<file path="config.mk">
export PLATFORM = sky130hd
export DESIGN_NAME = counterless_uart_tx
export DESIGN_NICKNAME = d
export VERILOG_FILES = /design/src/rtl/uart_txs_pkg.sv /design/src/rtl/txs_framer.sv /design/src/rtl/txs_marker.sv /design/src/rtl/txs_shifter.sv /design/src/rtl/counterless_uart_tx.sv
export SDC_FILE = /design/constraint.sdc
export NUM_CORES = 1
export LEC_CHECK = 0
export BUFFER_PORTS_ARGS = -buffer_cell sky130_fd_sc_hd__clkbuf_2
export CAP_MARGIN = 0
export CORE_MARGIN = 4
export CORE_UTILIZATION = 42
export CTS_CLUSTER_SIZE = 20
export DETAILED_ROUTE_END_ITERATION = 6
export PLACE_DENSITY = 0.63
export SYNTH_ARGS = -nofsm -noshare
export SYNTH_HDL_FRONTEND = slang
export SYNTH_HIERARCHICAL = 1
export SYNTH_SLANG_ARGS = --single-unit
</file>
<file path="constraint.sdc">
create_clock -name clk -period 5.5 [get_ports clk]
set_input_delay 1.1 -clock clk [delete_from_list [all_inputs] [get_ports clk]]
set_output_delay 1.1 -clock clk [all_outputs]
set_load 0.02 [all_outputs]
</file>
<file path="src/rtl/uart_txs_pkg.sv">
package uart_txs_pkg;

    // Default payload width of one serial frame.
    parameter int unsigned TXS_DATA_W = 8;

    // What the frame register does on a given clock.
    typedef enum logic [1:0] {
        TXS_HOLD  = 2'd0,
        TXS_LOAD  = 2'd1,
        TXS_SHIFT = 2'd2
    } txs_op_e;

    typedef struct packed {
        txs_op_e op;
        logic    accept;
    } txs_ctrl_t;

    // Choose the register operation from the marker match and the inputs.
    function automatic txs_ctrl_t txs_decide(input logic at_marker,
                                             input logic tick,
                                             input logic valid);
        txs_ctrl_t c;
        c.op     = TXS_HOLD;
        c.accept = 1'b0;
        if (tick) begin
            if (!at_marker) begin
                c.op = TXS_SHIFT;
            end else if (valid) begin
                c.op     = TXS_LOAD;
                c.accept = 1'b1;
            end
        end
        return c;
    endfunction

endpackage

</file>
<file path="src/rtl/txs_framer.sv">
module txs_framer #(
    parameter int unsigned DATA_W  = uart_txs_pkg::TXS_DATA_W,
    localparam int unsigned FRAME_W = DATA_W + 2
) (
    input  logic [DATA_W-1:0]  data_i,
    output logic [FRAME_W-1:0] frame_o
);

    // Bit 0 is the start bit, the data follows LSB first, and the top bit is the stop bit.
    assign frame_o[0]         = 1'b0;
    assign frame_o[FRAME_W-1] = 1'b1;

    for (genvar i = 0; i < DATA_W; i++) begin : g_payload
        assign frame_o[i+1] = data_i[i];
    end

endmodule

</file>
<file path="src/rtl/txs_marker.sv">
module txs_marker #(
    parameter int unsigned FRAME_W = uart_txs_pkg::TXS_DATA_W + 2
) (
    input  logic [FRAME_W-1:0] sr_i,
    output logic               match_o
);

    // Zeros above the lowest bit mean the stop bit has reached the line.
    logic [FRAME_W-2:0] upper_clear;

    for (genvar i = 1; i < FRAME_W; i++) begin : g_upper
        assign upper_clear[i-1] = ~sr_i[i];
    end

    assign match_o = sr_i[0] & (&upper_clear);

endmodule

</file>
<file path="src/rtl/txs_shifter.sv">
module txs_shifter
    import uart_txs_pkg::*;
#(
    parameter int unsigned FRAME_W = TXS_DATA_W + 2
) (
    input  logic               clk,
    input  logic               rst,
    input  txs_op_e            op_i,
    input  logic [FRAME_W-1:0] load_i,
    output logic [FRAME_W-1:0] sr_o
);

    localparam logic [FRAME_W-1:0] MARKER = {{(FRAME_W-1){1'b0}}, 1'b1};

    logic [FRAME_W-1:0] sr_q;

    always_ff @(posedge clk) begin
        if (rst) begin
            sr_q <= MARKER;
        end else begin
            case (op_i)
                TXS_LOAD:  sr_q <= load_i;
                TXS_SHIFT: sr_q <= {1'b0, sr_q[FRAME_W-1:1]};
                default:   sr_q <= sr_q;
            endcase
        end
    end

    assign sr_o = sr_q;

    // the single one that marks the frame's end is never shifted away.
    p_marker_kept_r4: assert property (@(posedge clk) disable iff (rst)
        sr_q != '0);

    // a shift adds no new ones to the register.
    p_shift_no_new_ones_r3: assert property (@(posedge clk) disable iff (rst)
        (op_i == TXS_SHIFT) |=> ($countones(sr_q) <= $countones($past(sr_q))));

endmodule

</file>
<file path="src/rtl/counterless_uart_tx.sv">
module counterless_uart_tx
    import uart_txs_pkg::*;
#(
    parameter int unsigned DATA_W = TXS_DATA_W
) (
    input  logic              clk,
    input  logic              rst,
    input  logic              baud_tick,
    input  logic [DATA_W-1:0] tx_data,
    input  logic              tx_valid,
    output logic              tx_ready,
    output logic              tx_line
);

    localparam int unsigned FRAME_W = DATA_W + 2;

    logic [FRAME_W-1:0] frame_w;
    logic [FRAME_W-1:0] sr_w;
    logic               at_marker;
    txs_ctrl_t          ctrl;

    txs_framer #(.DATA_W(DATA_W)) u_framer (
        .data_i  (tx_data),
        .frame_o (frame_w)
    );

    txs_marker #(.FRAME_W(FRAME_W)) u_marker (
        .sr_i    (sr_w),
        .match_o (at_marker)
    );

    always_comb begin
        ctrl = txs_decide(at_marker, baud_tick, tx_valid);
    end

    txs_shifter #(.FRAME_W(FRAME_W)) u_shifter (
        .clk    (clk),
        .rst    (rst),
        .op_i   (ctrl.op),
        .load_i (frame_w),
        .sr_o   (sr_w)
    );

    assign tx_ready = at_marker;
    assign tx_line  = sr_w[0];

    // the block comes out of reset idle and ready.
    p_reset_idle_r1: assert property (@(posedge clk) disable iff (rst)
        $past(rst) |-> (tx_ready && tx_line));

    // an accepted byte puts the start bit on the line at once.
    p_start_after_accept_r2: assert property (@(posedge clk) disable iff (rst)
        (tx_valid && tx_ready && baud_tick) |=> (!tx_line && !tx_ready));

    // without a tick the outputs hold.
    p_hold_no_tick_r5: assert property (@(posedge clk) disable iff (rst)
        (!baud_tick) |=> ($stable(tx_line) && $stable(tx_ready)));

    // valid alone, without a tick, does not start a frame.
    p_wait_for_tick_r7: assert property (@(posedge clk) disable iff (rst)
        (tx_ready && !baud_tick) |=> tx_ready);

    // ready implies the line is high.
    p_ready_line_high_r9: assert property (@(posedge clk) disable iff (rst)
        tx_ready |-> tx_line);

endmodule

</file>
=== Word level (Yosys, flattened, before mapping) ===
Cells that the tools add are included.

* Register bits after elaboration: 10
* Input bits: 12
* Output and inout port bits: 2
* Word-level logic and storage cells: 20

* Equal/unequal tests: 2
* Multiplexer cells: 5
* Bitwise logic cells: 10
* Reduce and logical (&&, ||, !) cells: 2

{| class="wikitable"
|+ Operator list
! cell !! count
|-
| $pmux W10 S2 || 1
|-
| $not A1 Y1 || 9
|-
| $reduce_and A9 Y1 || 1
|-
| $mux W2 || 2
|-
| $mux W3 || 1
|-
| $eq A2 B1 Y1 const B || 1
|-
| $eq A2 B2 Y1 const B || 1
|-
| $reduce_bool A2 Y1 || 1
|-
| $and A1 B1 Y1 || 1
|-
| $mux W1 || 1
|}

=== Longest topological paths before layout ===
* Depth after elaboration: 7
* Gate-level depth with buffers: 8
* Depth with buffers taken out: 7

=== Cells and area by module ===
The synthesis kept the hierarchy.

{| class="wikitable"
|+ Modules (own cells, without submodules)
! module !! instances !! cells an instance !! area each (um2) !! sequential area each (um2)
|-
| txs_shifter || 1 || 47 || 473.0 || 200.2
|-
| txs_framer || 1 || 12 || 82.6 || 0.0
|-
| txs_marker || 1 || 3 || 30.0 || 0.0
|-
| counterless_uart_tx || 1 || 2 || 16.3 || 0.0
|}

=== Worst setup path after synthesis ===
No wires, ideal clock.

* Path type: register to register
* From: register u_shifter.sr_q[0] (netlist: u_shifter/sr_o[0])
* To: register u_shifter.sr_q[9] (netlist: u_shifter/sr_o[9])
* Library setup time: 0.070 ns
* Data arrival time: 2.546 ns
* Required time: 5.430 ns
* Slack: 2.883 ns
* Cell stages (with the launch flop): 8
* Buffers on the path: 0
* Clock period less this slack: 2.617 ns
* Cell sequence: dfxtp_1 -> or4b_1 -> nor4_2 -> and3_2 -> inv_1 -> ha_1 -> or3b_1 -> a21oi_1

{| class="wikitable"
|+ RTL lines
! what !! line !! source
|-
| start: declaration || txs_shifter.sv:15 || <nowiki>logic [FRAME_W-1:0] sr_q;</nowiki>
|-
| start signal: assignment || txs_shifter.sv:22 || <nowiki>TXS_LOAD: sr_q <= load_i;</nowiki>
|-
| start signal: assignment || txs_shifter.sv:23 || <nowiki>TXS_SHIFT: sr_q <= {1'b0, sr_q[FRAME_W-1:1]};</nowiki>
|-
| start signal: assignment || txs_shifter.sv:24 || <nowiki>default: sr_q <= sr_q;</nowiki>
|}

=== Worst setup path in the final report ===
* From: register u_shifter.sr_q[7] (netlist: u_shifter/sr_o[7])
* To: output port tx_ready

* Cells in the longest elaborated chain, start to end: 3

{| class="wikitable"
|+ Ends and longest elaborated chain
! what !! line !! source
|-
| $not A1 Y1 || txs_marker.sv:12 || <nowiki>assign upper_clear[i-1] = ~sr_i[i];</nowiki>
|-
| $reduce_and A9 Y1 || txs_marker.sv:15 || <nowiki>assign match_o = sr_i[0] & (&upper_clear);</nowiki>
|-
| $and A1 B1 Y1 || txs_marker.sv:15 ||
|-
| end: declaration || counterless_uart_tx.sv:11 || <nowiki>output logic tx_ready,</nowiki>
|}

No other way between the ends.

==> out/metrics.yaml <==
global_routing:
  track_usage_pct: 13.4
  grt_max_degree: 14
  grt_pass1_vias: 449
  grt_pass1_wl_um: 1970
  antenna_found_initial: 0
  grt_remaining_overflow: 0
yosys:
  async_flop_share_pct: 0
  ys_types: 20
  synth_seq_cells: 10
  syn_avg_cell_area_um2: 9.40
  syn-num-nets: 77
  synth_commonest_cells: "buf_4 (10), dfxtp_1 (10), mux2i_1 (9)"
  synth_top_area_share_pct: 33.3
  synth_edf_count: 0
  synth_area_um2: 602
  synthCells: 64
  ys_top_cells_by_area: "dfxtp_1 (33%), mux2i_1 (15%), buf_4 (12%)"
  synth_ff_type: "dfxtp_1"
  ys_seq_area_share_pct: 33.3
  synth_warnings: 6
  yosys.area.top_type: "dfxtp_1"
cells_and_area:
  final_util_pct: 47.7
  fin_area_um2: 628
  largest_reg_flops: 10
  drive_gt1_share_pct: 29.4
  num-nets-final: 82
  antenna_cells: 0
  nFillCells: 144
  instances_no_fill: 83
  area_growth_pct: 4.37
critical_path:
  rrSetupSlack_ns: 3.04
  worstSetupStartpointType: "flop"
  r2r-end: "u_shifter/sr_o[9]"
  crit_chain: "or4b_1 > nor4_2 > clkbuf_2"
  cp-startpoint: "u_shifter/sr_o[7]"
  cp.arrival_ns: 1.66
  required_ns: 4.40
  endpoint: "tx_ready"
  critPathSlowestCell: "or4b_1"
  rr_startpoint: "u_shifter/sr_o[7]"
  critPathMaxStageDelay_ns: 0.53
  cp-end-kind: "output port"
  criticalPathCategory: "reg2out"
  ff2ff_path_depth: 7
  worst-path-max-fanout: 3
clock_tree:
  h-tree-depth: 1
  cts_sinks: 10
  clk_latency_ns: 0.27
  post_cts_resized: 0
  clk_pin_slew_worst_paths_ns: 0.08
  tritoncts: "yes"
  cts_made_buffers: 3
  cts_buffer_depth: 2
  postCtsSetupBuffers: 0
  cts_hold_buf: 0
  root_buffer: "clkbuf_4"
floorplan:
  die_w_um: 45.9
  coreArea_um2: 1320
  die_h_um: 45.9
  die_area_um2: 2100
  initial_core_util_pct: 45.7
  core.rowCount: 13
  boundaryPins: 14
sta:
  setup_ws_ns: 2.74
  setup_viol: 0
  rsz0062_at_grt: "no"
  finalMaxSlewViolations: 0
  post-route-period-util_pct: 50.2
  final-hold-violation-count: 0
  fmax_mhz: 362
  period_minus_slack_ns: 2.76
  slew_headroom_pct: 62.5
  worst_slew_pin_slew_ns: 0.563
  tns_ns: 0
  fin_skew_ns: 0.00726
route:
  num_vias: 412
  drt_iter0_markers: 0
  vias_per_cell: 4.96
  avgRoutedWirePerCell_um: 12.6
  ant_nets: 0
  wl_um: 1040
  drc_errors: 0
  drt_first_pass_iters: 1
min_path:
  hp-start: "u_shifter/sr_o[9]"
  min-delay-path-class: "reg2reg"
pwr:
  ir_worst_vdd_uv: 204
  p_per_area_nw_per_um2: 458
  p_leak_nw: 0.280
placed_design:
  io_buffers: 13
  dp.final_hpwl_um: 770
  dp.cells: 79
  postPlaceCellArea_um2: 592
  pre_cts_slack_ns: 3.03
  place_congestion: 0.773
run_status:
  outcome: "finished, final reports clean"
job:
  cap_violations: 0
-- worst min-delay path by stage --
| stage | end | slack (ns) | depth (start not counted) |
|---|---|---|---|
| floorplan | u_shifter/sr_o[9] | 0.45 | 2 |
| global placement | u_shifter/sr_o[9] | 0.48 | 2 |
| detailed placement | u_shifter/sr_o[9] | 0.48 | 2 |
| CTS | u_shifter/sr_o[9] | 0.49 | 2 |
| global route | u_shifter/sr_o[9] | 0.54 | 2 |
| finish | u_shifter/sr_o[9] | 0.49 | 2 |
-- area by class of cell --
class                      count  area [µm²]  area share (%)
multi-input combinational     39         300            47.8
clock buffer                   4        36.3            5.78
sequential                    10         200            31.9
timing repair buffer          13        65.1            10.4
inverter                       2        7.51            1.20
tap                           15        18.8            2.99
-- critical path, delay by kind of cell, from the launching register on --
family,cells,cell delay (ns)
buffers and inverters,1,0.23
and+or+nand+nor,2,0.82
DFF,1,0.33
-- metrics by stage --
step                power, W  hold WS, ns
floorplan           0.000203        0.449
global placement    0.000221        0.479
detailed placement  0.000221        0.481
CTS                 0.000291        0.494
global route        0.000314        0.538
finish              0.000288        0.491
-- per-layer routing --
layer  global-route usage (%)  vias to the layer above  wire [µm]
met5                        0                        -          0
met4                     8.52                        0         24
met3                     4.74                        2         63
met2                     18.1                       13        424
met1                     17.6                      176        532
li1                         -                      221          -
-- power by group --
group | internal, W | switching, W
Clock | 0.0000403 | 0.0000286
Combinational | 0.0000539 | 0.0000568
Sequential | 0.0000928 | 0.0000154
Total | 0.000187 | 0.000101
-- cell usage in the layout, fill, tap and decap left out, drive strengths merged --
cell type	instances
or4b	1
nor2	1
clkbuf	17
mux2i	9
or4	1
a21oi	2
nor3b	1
nor2b	8
or3b	1
nor4	1
conb	2
inv	2
and3	1
nand2	1
a211oi	8
and2b	1
ha	1
dfxtp	10
-- kinds of logic after synthesis --
family | share of synthesized area, %
AO/OA/AOI/OAI | 11.6
adder cells (fa/ha/maj) | 2.08
buffers and inverters | 16.8
flip-flops | 33.3
multiplexers | 15.0
other | 1.25
AND/OR/NAND/NOR | 20.0
Power figures use the tool's default switching activity.
